File: src/rtl/pkt_asm_pkg.sv
package pkt_asm_pkg;
  typedef enum logic [2:0] {S_IDLE, S_HDR, S_PAY, S_CRC, S_EOT} st_e;

  localparam int unsigned ECC_BITS = 6;

  function automatic logic [23:0] ecc_mask(input int unsigned i);
    case (i)
      0:       return 24'hF12CB7;
      1:       return 24'hF2555B;
      2:       return 24'h749A6D;
      3:       return 24'hB8E38E;
      4:       return 24'hDF03F0;
      5:       return 24'hEFFC00;
      default: return 24'h000000;
    endcase
  endfunction

  function automatic logic [7:0] eot_byte(input logic [1:0] i);
    case (i)
      2'd0:    return 8'h08;
      2'd1:    return 8'h0F;
      2'd2:    return 8'h0F;
      default: return 8'h01;
    endcase
  endfunction
endpackage

File: src/rtl/pkt_ecc.sv
module pkt_ecc
  import pkt_asm_pkg::*;
(
  input  logic [23:0] hdr_i,
  output logic [7:0]  ecc_o
);
  for (genvar i = 0; i < ECC_BITS; i++) begin : g_par
    assign ecc_o[i] = ^(hdr_i & ecc_mask(i));
  end
  assign ecc_o[7:ECC_BITS] = '0;
endmodule

File: src/rtl/pkt_crc.sv
module pkt_crc #(
  parameter int unsigned  CRC_W = 16,
  parameter int unsigned  BYTE_W = 8,
  parameter logic [15:0]  POLY_R = 16'h8408,
  parameter logic [15:0]  SEED = 16'hFFFF
) (
  input  logic              clk_i,
  input  logic              rst_ni,
  input  logic              init_i,
  input  logic              en_i,
  input  logic [BYTE_W-1:0] byte_i,
  output logic [CRC_W-1:0]  crc_o
);
  logic [CRC_W-1:0] crc_q, crc_nxt;

  // reflected form: LSB of each byte enters first
  always_comb begin
    crc_nxt = crc_q ^ CRC_W'(byte_i);
    for (int b = 0; b < BYTE_W; b++) begin
      crc_nxt = crc_nxt[0] ? ((crc_nxt >> 1) ^ POLY_R) : (crc_nxt >> 1);
    end
  end

  always_ff @(posedge clk_i or negedge rst_ni) begin
    if (!rst_ni)     crc_q <= SEED;
    else if (init_i) crc_q <= SEED;
    else if (en_i)   crc_q <= crc_nxt;
  end

  assign crc_o = crc_q;
endmodule

File: src/rtl/pkt_asm.sv
module pkt_asm
  import pkt_asm_pkg::*;
#(
  parameter int unsigned VC_W = 2,
  parameter int unsigned DT_W = 6,
  parameter int unsigned WC_W = 16
) (
  input  logic            clk_i,
  input  logic            rst_ni,
  input  logic            req_valid_i,
  output logic            req_ready_o,
  input  logic            req_long_i,
  input  logic            req_eot_i,
  input  logic [VC_W-1:0] req_vc_i,
  input  logic [DT_W-1:0] req_dt_i,
  input  logic [WC_W-1:0] req_arg_i,
  input  logic            pl_valid_i,
  output logic            pl_ready_o,
  input  logic [7:0]      pl_data_i,
  output logic            out_valid_o,
  input  logic            out_ready_i,
  output logic [7:0]      out_data_o,
  output logic            out_last_o
);
  localparam int unsigned BYTE_W = VC_W + DT_W;
  localparam int unsigned HDR_W  = BYTE_W + WC_W;

  st_e              st_q;
  logic [1:0]       idx_q;
  logic [HDR_W-1:0] hdr_q;
  logic [7:0]       ecc_q;
  logic             long_q, eot_q;
  logic [WC_W-1:0]  rem_q;

  logic [HDR_W-1:0] hdr_new;
  logic [7:0]       ecc_new;
  logic [15:0]      crc;
  logic             accept, fire, own_byte;

  assign hdr_new  = {req_arg_i, req_vc_i, req_dt_i};
  assign accept   = req_valid_i && req_ready_o;
  assign fire     = out_valid_o && out_ready_i;
  assign own_byte = (st_q != S_PAY);

  pkt_ecc u_ecc (
    .hdr_i (hdr_new),
    .ecc_o (ecc_new)
  );

  pkt_crc #(.BYTE_W(BYTE_W)) u_crc (
    .clk_i  (clk_i),
    .rst_ni (rst_ni),
    .init_i (accept),
    .en_i   ((st_q == S_PAY) && fire),
    .byte_i (pl_data_i),
    .crc_o  (crc)
  );

  always_comb begin
    req_ready_o = (st_q == S_IDLE);
    out_valid_o = 1'b0;
    out_data_o  = '0;
    out_last_o  = 1'b0;
    pl_ready_o  = 1'b0;
    case (st_q)
      S_HDR: begin
        out_valid_o = 1'b1;
        out_data_o  = (idx_q == 2'd3) ? ecc_q : hdr_q[8*idx_q +: 8];
        out_last_o  = (idx_q == 2'd3) && !long_q && !eot_q;
      end
      S_PAY: begin
        out_valid_o = pl_valid_i;
        out_data_o  = pl_data_i;
        pl_ready_o  = out_ready_i;
      end
      S_CRC: begin
        out_valid_o = 1'b1;
        out_data_o  = idx_q[0] ? crc[15:8] : crc[7:0];
        out_last_o  = idx_q[0] && !eot_q;
      end
      S_EOT: begin
        out_valid_o = 1'b1;
        out_data_o  = eot_byte(idx_q);
        out_last_o  = (idx_q == 2'd3);
      end
      default: ;
    endcase
  end

  always_ff @(posedge clk_i or negedge rst_ni) begin
    if (!rst_ni) begin
      st_q   <= S_IDLE;
      idx_q  <= '0;
      hdr_q  <= '0;
      ecc_q  <= '0;
      long_q <= 1'b0;
      eot_q  <= 1'b0;
      rem_q  <= '0;
    end else begin
      case (st_q)
        S_IDLE: if (accept) begin
          st_q   <= S_HDR;
          idx_q  <= '0;
          hdr_q  <= hdr_new;
          ecc_q  <= ecc_new;
          long_q <= req_long_i;
          eot_q  <= req_eot_i;
          rem_q  <= req_arg_i;
        end
        S_HDR: if (fire) begin
          if (idx_q == 2'd3) begin
            idx_q <= '0;
            if (long_q)     st_q <= (rem_q == '0) ? S_CRC : S_PAY;
            else if (eot_q) st_q <= S_EOT;
            else            st_q <= S_IDLE;
          end else begin
            idx_q <= idx_q + 2'd1;
          end
        end
        S_PAY: if (fire) begin
          rem_q <= rem_q - 1'b1;
          if (rem_q == WC_W'(1)) begin
            st_q  <= S_CRC;
            idx_q <= '0;
          end
        end
        S_CRC: if (fire) begin
          if (idx_q[0]) begin
            idx_q <= '0;
            st_q  <= eot_q ? S_EOT : S_IDLE;
          end else begin
            idx_q <= 2'd1;
          end
        end
        S_EOT: if (fire) begin
          if (idx_q == 2'd3) begin
            idx_q <= '0;
            st_q  <= S_IDLE;
          end else begin
            idx_q <= idx_q + 2'd1;
          end
        end
        default: st_q <= S_IDLE;
      endcase
    end
  end
endmodule

File: config.mk
export PLATFORM = sky130hd
export DESIGN_NAME = pkt_asm
export DESIGN_NICKNAME = d
export VERILOG_FILES = /design/src/rtl/pkt_asm_pkg.sv /design/src/rtl/pkt_ecc.sv /design/src/rtl/pkt_crc.sv /design/src/rtl/pkt_asm.sv
export SDC_FILE = /design/constraint.sdc
export NUM_CORES = 1
export LEC_CHECK = 0
export ABC_AREA = 1
export CORE_ASPECT_RATIO = 0.9
export CORE_UTILIZATION = 40
export CTS_CLUSTER_DIAMETER = 120
export DETAILED_ROUTE_END_ITERATION = 12
export DONT_BUFFER_PORTS = 1
export GPL_TIMING_DRIVEN = 0
export SLEW_MARGIN = 15
export SYNTH_ARGS = -nofsm -noshare
export SYNTH_HDL_FRONTEND = slang
export SYNTH_SLANG_ARGS = --single-unit
export TNS_END_PERCENT = 1
File: constraint.sdc
create_clock -name clk_i -period 1.6 [get_ports clk_i]
set_input_delay 0.08 -clock clk_i [delete_from_list [all_inputs] [get_ports clk_i]]
set_output_delay 0.08 -clock clk_i [all_outputs]
set_load 0.03 [all_outputs]
==> impl_metrics.ini <==
[cells_and_area]
n_antenna_cell = 0
mostFrequentLayoutCell = nand2_1
n_fill_cell = 1190
final_cell_mix = 291 x nand2_1, 71 x inv_1, 62 x nand3_1, 57 x nor2_1, 49 x dfrtp_1
multi_input_comb_area_um2 = 3100
final_cell_area_um2 = 6310
register_area_um2 = 1750
drive_above_1_share_pct = 16.4
final_nets = 874
final_cells = 995
syn_to_final_growth_pct = 23.6

[worst_setup_path]
cpLargestDelayFamily = flip-flops
crit_chain = ha_4, inv_4, buf_8, o211ai_1, nand4_1
arrival_ps = 1840
cpMaxStageDelayCell = dfrtp_2
rr_startpoint = st_q[0]
rr_endpoint = u_crc.crc_o[11]
r2r_slack_ps = -260
cp_max_fo = 9
cpPeakStageDelay_ps = 430
cp_num_cells = 5
cp-start-kind = flip-flop
critPathBufInv = 2
cp.required_ps = 1520
end_kind = output pin
rr_worst_depth = 10
critPathKind = flip-flop to output pin

[status]
outcome = finished with violations
violations = negative hold slack, negative setup slack

[clock_tree]
root_buffer = clkbuf_16
cts-htree-levels = 3
clk_path_buf_depth = 2
numCtsBuffers = 9
cts_tree = built
clk_latency_ps = 340
clk_pin_slew_ps = 60
clock-sinks = 69

[power_and_ir_drop]
power.density_cell_area_nw_per_um2 = 1810
p_leak_nw = 3.12
p_comb_share_pct = 51.6
p_switching_mw = 5.19
power_mw = 11.4
seq_power_share_pct = 29.0
ir_worst_vdd_uv = 807
power_frac_clock_pct = 19.4
p_int_mw = 6.20
power_switching_share_pct = 45.6

[timing]
drv_slew = 0
whs_ps = -567
finalCritPeriodShare_pct = 120
rsz0062_at_grt = yes
finalSetupViolations = 78
worst_clock_skew_ps = 7.32
setup_slack_ps = -322
max_freq_ghz = 0.520
finalHoldViolations = 69
fin_crit_ps = 1920
tightest_slew_ps = 576
max-slew-margin-rel_pct = 61.4

[place]
dp_slack_ps = -533
place_area_um2 = 5340
port_buffers = 0
gp_congestion = 0.911
dp.cells = 941
hpwl_um = 11600

[floorplan]
initial_utilization_pct = 41.6
die_area_um2 = 13200
design.core.area_um2 = 12300
die_h_um = 109
rows = 38
ios = 51
die_x_um = 121

[routing]
wl_per_cell_um = 16.0
totalWireLength_um = 15900
via_per_inst = 5.22
drc = 0
drt_first_pass_iters = 5
via_count = 5190
drtIter0Drc = 470
ant_nets = 0

[logic_synthesis]
async_flop_share_pct = 100
synth_cell_types = 32
syn_nets = 825
avgSynthCellArea_um2 = 6.53
synth-seq-cells = 69
synth_flop_cell = dfrtp_1
ys_warn_count = 0
netlist_area_um2 = 5100
ys_seq_area_share_pct = 34.2
synth_edf_count = 0
synthCells = 781

[global_routing]
grt_pass1_wl_um = 24900
grtUsageTotal_pct = 24.8
first_global_vias = 4932
antenna_found_initial = 0
grt_overflow = 0
grt_max_degree = 70

[flow_run]
maxCapViolCount = 0

[min_path]
hp-class = input pin to async pin
==> metrics by stage <==
stage | util (%) | TNS [ps]
6_report | 51.4 | -15340
5_1_grt | 51.4 | -21140
4_1_cts | 49.4 | -18430
3_5_place_dp | 43.5 | -27210
3_3_place_gp | 43.5 | -23280
2_1_floorplan | - | -1940
==> power groups by stage <==
| stage | Combinational (mW) | Sequential, mW | Clock, mW |
|---|---|---|---|
| 2_1_floorplan | 3.96 | 3.06 | 0 |
| 3_3_place_gp | 4.81 | 3.26 | 0 |
| 3_5_place_dp | 4.94 | 3.28 | 0 |
| 4_1_cts | 5.35 | 3.27 | 2.22 |
| 5_1_grt | 6.51 | 3.39 | 2.29 |
| 6_report | 5.88 | 3.31 | 2.21 |
==> cells in the mapped netlist (all sizes together) (10+ instances only) <==
cell type	count	area share, %
clkbuf	15	1.1
nor2	67	5.4
a21oi	16	2.5
o211ai	10	1.5
dfstp	16	8.2
nand2	305	23
nand3	68	7.0
xor2	23	3.9
inv	82	6.0
xnor2	23	3.9
buf	12	1.6
dfrtp	53	26
o21ai	70	6.9
==> sequential cells by signal, indices dropped and copies added (netlist names) <==
signal and flops:
ecc_q 6, idx_q 2, rem_q 16, eot_q 1, hdr_q 24, long_q 1, u_crc.crc_o 16, st_q 3
==> worst max path at each step <==
stage / start / to / slack, ps
final: idx_q[1] / out_data_o[3] / -320
after global routing: idx_q[0] / out_data_o[1] / -390
after CTS: idx_q[1] / out_data_o[3] / -400
after detailed placement: st_q[0] / ecc_q[2] / -530
after global placement: st_q[0] / ecc_q[2] / -460
after floorplan: st_q[0] / hdr_q[12] / -60
==> per-layer routing <==
metal | global-route usage (%) | vias up | wire length [um]
li1 | - | 2575 | -
met1 | 33.3 | 2426 | 7450
met2 | 38.0 | 164 | 6990
met3 | 6.49 | 25 | 1060
met4 | 9.70 | 0 | 393
met5 | 0 | - | 0
==> area by class of cell <==
type	instances	share of cell area [%]
Tap cell	160	3.17
Buffer	27	4.36
Multi-Input combinational cell	603	49.2
Clock buffer	11	3.85
Clock inverter	5	1.33
Sequential cell	69	27.8
Timing Repair Buffer	38	5.30
Inverter	82	5.04
==> logic make-up (layout without fill, tap and decap cells) <==
group                      after synthesis  after routing  synth area share (%)
and+or+nand+nor                        452            452                  36.5
buffers and inverters                  109            163                  8.78
adders and majority gates                5              5                  1.23
xor gates and xnor gates                46             46                  7.89
DFF                                     69             69                  34.2
AOI/OAI and AO/OA                      100            100                  11.4
==> timing repair <==
action	4_1_cts	5_1_grt
gates resized for setup	52	55
hold buffers	17	1
cloned	1	0
setup buffers	6	13
endpoints found under the hold margin	88	70
endpoints found under the setup margin	79	79
pin swaps	13	20
(Power assumes the default switching activity.)
